## config.mk

```make
export PLATFORM = sky130hd
export DESIGN_NAME = sf_cmd_top
export DESIGN_NICKNAME = d
export VERILOG_FILES = /design/src/rtl/sf_pkg.sv /design/src/rtl/sf_xfer_decode.sv /design/src/rtl/sf_power_decode.sv /design/src/rtl/sf_settings_reg.sv /design/src/rtl/sf_cmd_top.sv
export SDC_FILE = /design/constraint.sdc
export NUM_CORES = 1
export LEC_CHECK = 0
export CAP_MARGIN = 0
export CELL_PAD_IN_SITES_DETAIL_PLACEMENT = 0
export CELL_PAD_IN_SITES_GLOBAL_PLACEMENT = 2
export CORE_MARGIN = 2
export CORE_UTILIZATION = 27
export DETAILED_ROUTE_END_ITERATION = 10
export GPL_TIMING_DRIVEN = 1
export PLACE_DENSITY_LB_ADDON = 0.1
export SLEW_MARGIN = 20
export SYNTH_ARGS = -nofsm -noshare
export SYNTH_HDL_FRONTEND = slang
export SYNTH_HIERARCHICAL = 1
export SYNTH_SLANG_ARGS = --single-unit
```

## constraint.sdc

```tcl
create_clock -name clk -period 2.2 [get_ports clk]
set_clock_uncertainty 0.05 [all_clocks]
set_input_delay 0.22 -clock clk [delete_from_list [all_inputs] [get_ports clk]]
set_output_delay 0.22 -clock clk [all_outputs]
set_load 0.1 [all_outputs]
```

## src/rtl/sf_pkg.sv

```systemverilog
package sf_pkg;

  localparam logic [7:0] FC_WCACHE_ON = 8'h02;
  localparam logic [7:0] FC_XFER      = 8'h03;
  localparam logic [7:0] FC_PM_ON     = 8'h05;
  localparam logic [7:0] FC_PM_OFF    = 8'h85;
  localparam logic [7:0] FC_REVERT_ON = 8'hCC;

  // power-mode argument thresholds (lower bound of each band)
  localparam logic [7:0] PM_M0_LO  = 8'hC0;
  localparam logic [7:0] PM_M1_LO  = 8'h80;
  localparam logic [7:0] PM_PERF_LO = 8'h60;
  localparam logic [7:0] PM_MID_LO = 8'h30;

  typedef struct packed {
    logic [7:0] xfer_code;
    logic       pm_en;
    logic [1:0] pm_mode;
    logic [1:0] pm_sub;
    logic       wc_store;
    logic       revert;
  } sf_settings_t;

  function automatic sf_settings_t sf_defaults();
    sf_settings_t s;
    s.xfer_code = 8'h00;
    s.pm_en     = 1'b1;
    s.pm_mode   = 2'd1;
    s.pm_sub    = 2'd0;
    s.wc_store  = 1'b1;
    s.revert    = 1'b0;
    return s;
  endfunction

endpackage

```

## src/rtl/sf_xfer_decode.sv

```systemverilog
module sf_xfer_decode #(
  parameter int unsigned PIO_FC_MAX = 4,
  parameter int unsigned DMA_MAX    = 2,
  parameter int unsigned N_DMA_TYPES = 3
) (
  input  logic [7:0] code,
  output logic       legal
);
  localparam int unsigned TYPE_W = 5;
  localparam int unsigned MODE_W = 3;

  logic [TYPE_W-1:0] ttype;
  logic [MODE_W-1:0] mnum;
  logic [N_DMA_TYPES-1:0] dma_hit;

  assign ttype = code[7:3];
  assign mnum  = code[2:0];

  // one-hot DMA type bits start above the flow-control type bit
  for (genvar g = 0; g < N_DMA_TYPES; g++) begin : g_dma
    assign dma_hit[g] = (ttype == TYPE_W'(1 << (g + 1))) &&
                        (32'(mnum) <= DMA_MAX);
  end

  always_comb begin
    legal = |dma_hit;
    if (ttype == '0 && mnum <= MODE_W'(1)) legal = 1'b1;
    if (ttype == TYPE_W'(1) && 32'(mnum) <= PIO_FC_MAX) legal = 1'b1;
  end
endmodule

```

## src/rtl/sf_power_decode.sv

```systemverilog
module sf_power_decode
  import sf_pkg::*;
(
  input  logic [7:0] level,
  output logic       legal,
  output logic [1:0] mode,
  output logic [1:0] sub
);
  always_comb begin
    legal = (level != 8'h00) && (level != 8'hFF);
    mode  = 2'd2;
    sub   = 2'd0;
    if (level >= PM_M0_LO) begin
      mode = 2'd0;
    end else if (level >= PM_M1_LO) begin
      mode = 2'd1;
    end else if (level >= PM_PERF_LO) begin
      sub = 2'd0;
    end else if (level >= PM_MID_LO) begin
      sub = 2'd1;
    end else begin
      sub = 2'd2;
    end
  end
endmodule

```

## src/rtl/sf_settings_reg.sv

```systemverilog
module sf_settings_reg
  import sf_pkg::*;
(
  input  logic         clk,
  input  logic         rst_n,
  input  logic         soft_rst,
  input  logic         upd_en,
  input  sf_settings_t upd,
  input  logic         exhausted,
  output sf_settings_t q
);
  sf_settings_t d;

  always_comb begin
    d = q;
    if (soft_rst && q.revert) begin
      d        = sf_defaults();
      d.revert = 1'b1;
    end else if (upd_en) begin
      d = upd;
    end
    if (exhausted) d.wc_store = 1'b0;
  end

  always_ff @(posedge clk or negedge rst_n) begin
    if (!rst_n) q <= sf_defaults();
    else        q <= d;
  end
endmodule

```

## src/rtl/sf_cmd_top.sv

```systemverilog
module sf_cmd_top
  import sf_pkg::*;
#(
  parameter int unsigned ECC_LEN    = 4,
  parameter int unsigned PIO_FC_MAX = 4,
  parameter int unsigned DMA_MAX    = 2
) (
  input  logic       clk,
  input  logic       rst_n,
  input  logic       cmd_valid,
  input  logic [7:0] cmd_feature,
  input  logic [7:0] cmd_count,
  input  logic       soft_reset_req,
  input  logic       spare_exhausted,
  output logic       done,
  output logic       abort,
  output logic [7:0] xfer_code,
  output logic       pm_enable,
  output logic [1:0] pm_mode,
  output logic [1:0] pm_sublevel,
  output logic       wcache_en,
  output logic       lookahead_en,
  output logic [7:0] ecc_bytes,
  output logic       revert_en
);
  sf_settings_t cur, cand;
  logic xfer_ok, pm_ok, bad_d, upd_en;
  logic [1:0] pm_m, pm_s;

  sf_xfer_decode #(.PIO_FC_MAX(PIO_FC_MAX), .DMA_MAX(DMA_MAX), .N_DMA_TYPES(3))
    xdec_i (.code(cmd_count), .legal(xfer_ok));

  sf_power_decode pdec_i (.level(cmd_count), .legal(pm_ok), .mode(pm_m), .sub(pm_s));

  always_comb begin
    cand  = cur;
    bad_d = 1'b0;
    unique case (cmd_feature)
      FC_WCACHE_ON: cand.wc_store = 1'b1;
      FC_XFER: begin
        if (xfer_ok) cand.xfer_code = cmd_count;
        else         bad_d = 1'b1;
      end
      FC_PM_ON: begin
        if (pm_ok) begin
          cand.pm_en   = 1'b1;
          cand.pm_mode = pm_m;
          cand.pm_sub  = pm_s;
        end else begin
          bad_d = 1'b1;
        end
      end
      FC_PM_OFF: begin
        cand.pm_en   = 1'b0;
        cand.pm_mode = 2'd0;
        cand.pm_sub  = 2'd0;
      end
      FC_REVERT_ON: cand.revert = 1'b1;
      default:      bad_d = 1'b1;
    endcase
  end

  assign upd_en = cmd_valid && !bad_d;

  sf_settings_reg sreg_i (
    .clk(clk), .rst_n(rst_n), .soft_rst(soft_reset_req), .upd_en(upd_en),
    .upd(cand), .exhausted(spare_exhausted), .q(cur)
  );

  logic done_d, abort_d;
  always_comb begin
    done_d  = cmd_valid;
    abort_d = cmd_valid && bad_d;
  end

  always_ff @(posedge clk or negedge rst_n) begin
    if (!rst_n) begin
      done  <= 1'b0;
      abort <= 1'b0;
    end else begin
      done  <= done_d;
      abort <= abort_d;
    end
  end

  assign xfer_code    = cur.xfer_code;
  assign pm_enable    = cur.pm_en;
  assign pm_mode      = cur.pm_mode;
  assign pm_sublevel  = cur.pm_sub;
  assign wcache_en    = cur.wc_store && !spare_exhausted;
  assign lookahead_en = 1'b1;
  assign ecc_bytes    = 8'(ECC_LEN);
  assign revert_en    = cur.revert;
endmodule

```

==> impl_results.md <==
* Initial Util at 0.283
* Fillers at approximately 450
* Initial antenna violation count at 0
* Drt drc at 0
* CTS Buffer Depth at 2
* Worst-Margin Slew at between 0.5 and 0.6 ns
* Vias at between 1000 and 1500
* Core area at between 4000 and 5000 µm²
* Die Span Y at roughly 70 µm
* Failing checks: negative setup slack
* Endpoint class of the critical path: flop
* Design area at ~1800 µm²
* Via/cell ratio at between 4 and 5
* Final Routed Wirelength at between 3000 and 4000 µm
* Crit start category: input pin
* Internal at between 0.0005 and 0.0006 W
* P_leak at 0.834 nW
* H-tree levels at 1
* I/O Pins at 47
* CP cell instances: buf_6 -> maj3_2 -> or4_4 -> o21ai_2 -> and4bb_4 -> o21ai_2 -> a211oi_2 -> and2_4 -> buf_8 -> mux2i_1 -> nor2_1
* Multi-input combinational cell area at 744 µm²
* Largest family of logic cells by synthesized area: simple AND/OR/NAND/NOR gates
* WHS at 0.242 ns
* Worst Path Required at 2.27 ns
* CTS root buf: clkbuf_8
* Mux share of post-synthesis cell area at 0.195
* Yosys reg bits at 17
* Area share of the largest cell type after synthesis at 0.283
* Chip width at 71.7 µm
* Post-route ant nets at 0
* Post-Synth Simple-Gate Area at 0.229
* Top cells by count, synth: nor2_1 (15), dfrtp_1 (14), mux2i_1 (14)
* Worst EP arrival at around 2.3 ns
* FFs w/ async S/R, synth at 1.00
* # nets final at 210
* Global-route wire length before repair at 6010 µm
* Status: finished with violations
* Max Freq at 444 MHz
* Max-Cap Viols at 0
* R2R Setup Slk at roughly 1.0 ns
* Area leader, netlist: dfrtp_1
* Area Overhead vs Synth at 48.8%
* Final worst setup slack at -0.0511 ns
* Core Rows at 24
* Sw frac at 0.393
* Logic gate share of total power at 0.360
* Port bufs at 37
* Mean Syn Cell Area at 9.53 µm²
* Netlist cell types at between 40 and 50
* Top cells by area, synth: dfrtp_1 (28%), mux2i_1 (11%), mux2_2 (8.2%)
* Post-DP HPWL at 2670 µm
* Ys flop type: dfrtp_1
* Register area share after synthesis at 0.346
* Cells after synthesis at 130
* Crit path from: cmd_count[4]
* Iter 0 DRT Violations at 8
* TritonCTS Sinks at 17
* Hold crit path type: input pin to async pin
* Number of global-route vias before repair at 1227
* Crit-path max FO at 7
* Register area at 429 µm²
* Clock share of power at 0.267
* Die area at 5150 µm²
* Final Critical Period at around 2.3 ns
* Synth Warn # at 6
* IR drop worst, VDD at between 200 and 250 µV
* Final period util at 1.02
* Final core occ at 0.420
* Adder-Cell Fraction of Synth Area at 0.00909
* Slew HR at 0.650
* GRT Total Usage at 0.149
* Power density over the cells at 500 nW/µm²
* R2r startpoint: sreg_i/q[0]
* Final hold viol count at 0
* DR WL/cell at around 14 µm
* Synthesized area at about 1200 µm²
* Max-slew violations at 0
* Compound-Gate Fraction of Synth Area at 0.119
* First drt pass iteration count at 3
* Xor/xnor share of the synthesized area at 0
* Post-synth EDFFs at 0
* Dpl cell area at 1710 µm²
* Aggregate global routing overflow at 0
* Worst-skew pair later-pin latency at 0.26 ns
* Most common cell in the synthesized netlist: nor2_1
* CTS buffer count at 3
* Largest net degree at the start of global routing at 18
* Sequential share of power at 0.373
* N_diodes at 0
* Final Setup Violations at 10
* Net switching power at about 0.00036 W
* RSZ-0062 raised after global routing: yes
* Most frequent cell on the critical path: o21ai_2
* CTS clock-pin slew for the worst setup and hold paths at roughly 0.070 ns
* Layout cells sized above 1 at 0.394
* Routability cong. at approximately 0.76
* Clock tree from TritonCTS: built
* CP max stage cell: or4_4
* Post-place setup slack at -0.801 ns
* CP Class: input pin to flop
* Worst stage delay on the critical path at roughly 0.41 ns
[state kept, by name, summed over array words and instances (netlist names)]
register / count
sreg_i/q: 15
abort: 1
done: 1
[critical path, delay by kind of cell]
family	cells	cell delay (ns)
and+or+nand+nor	4	0.96
buffers and inverters	2	0.25
AOI/OAI and AO/OA	3	0.41
adders and majority gates	1	0.30
muxes	1	0.19
[power groups by stage]
stage	Combinational, W	Clock, W	Sequential (W)
4_1_cts	0.000333	0.000253	0.000344
3_5_place_dp	0.000326	0	0.000349
6_report	0.000331	0.000246	0.000343
2_1_floorplan	0.000130	0	0.000445
3_3_place_gp	0.000324	0	0.000349
5_1_grt	0.000351	0.000274	0.000347
[path summary, 6_finish.rpt]
kind | cells past startpoint | to
setup / recovery | 11 | sreg_i/q[3]
hold / removal | 2 | sreg_i/q[5]
setup reg to reg | 2 | sreg_i/q[3]
hold reg to reg | 2 | sreg_i/q[13]
max in group asynchronous | 2 | sreg_i/q[1]
min in group clk | 1 | done
[layer usage]
metal | share of wire | track usage | up-vias
met3 | 0.048 | 0.0323 | 7
met4 | 0.020 | 0.0566 | 0
met1 | 0.43 | 0.191 | 550
li1 | - | - | 566
met2 | 0.50 | 0.246 | 30
met5 | 0 | 0 | -
[kinds of logic after synthesis]
group,Yosys count
AO/OA/AOI/OAI,23
adder cells (fa/ha/maj),1
buffers and inverters,15
flip-flops,17
multiplexers,23
other,2
AND/OR/NAND/NOR,49
[what timing repair did]
item | CTS | global route
hold buffers | 0 | 0
cloned | 1 | 0
gates resized for setup | 28 | 1
pin swaps | 5 | 5
buffers inserted | 2 | 1
endpoints found under the setup margin | 16 | 15
[final cells by class]
| cell class | instances | area share |
|---|---|---|
| Timing Repair Buffer | 61 | 0.301 |
| Multi-Input combinational cell | 105 | 0.404 |
| Sequential cell | 17 | 0.233 |
| Tap cell | 52 | 0.0353 |
| Inverter | 1 | 0.00204 |
| Clock buffer | 4 | 0.0244 |
[per-stage QoR]
| stage | TNS, ns | total power, W | std cells |
|---|---|---|---|
| 5_1_grt | -1.88 | 0.000972 | 240 |
| 4_1_cts | -1.29 | 0.000930 | 239 |
| 3_5_place_dp | -12.05 | 0.000675 | 232 |
| 2_1_floorplan | -1.73 | 0.000576 | 137 |
| 6_report | -0.266 | 0.000921 | 240 |
| 3_3_place_gp | -10.48 | 0.000673 | 232 |
[placed cells by master (no fill, tap or decap), drive strengths merged, types with 2 or more instances in the layout]
master / instances
buf: 44
nor2: 17
dfrtp: 14
clkdlybuf4s50: 14
mux2i: 14
mux2: 9
conb: 9
nand2: 8
o21ai: 8
nor2b: 5
a21oi: 4
clkbuf: 4
a31oi: 3
dlygate4sd2: 3
dfstp: 3
nand4: 3
a31o: 2
nor4: 2
nor3: 2
a211oi: 2
and2: 2
Power figures use the tool's default switching activity.
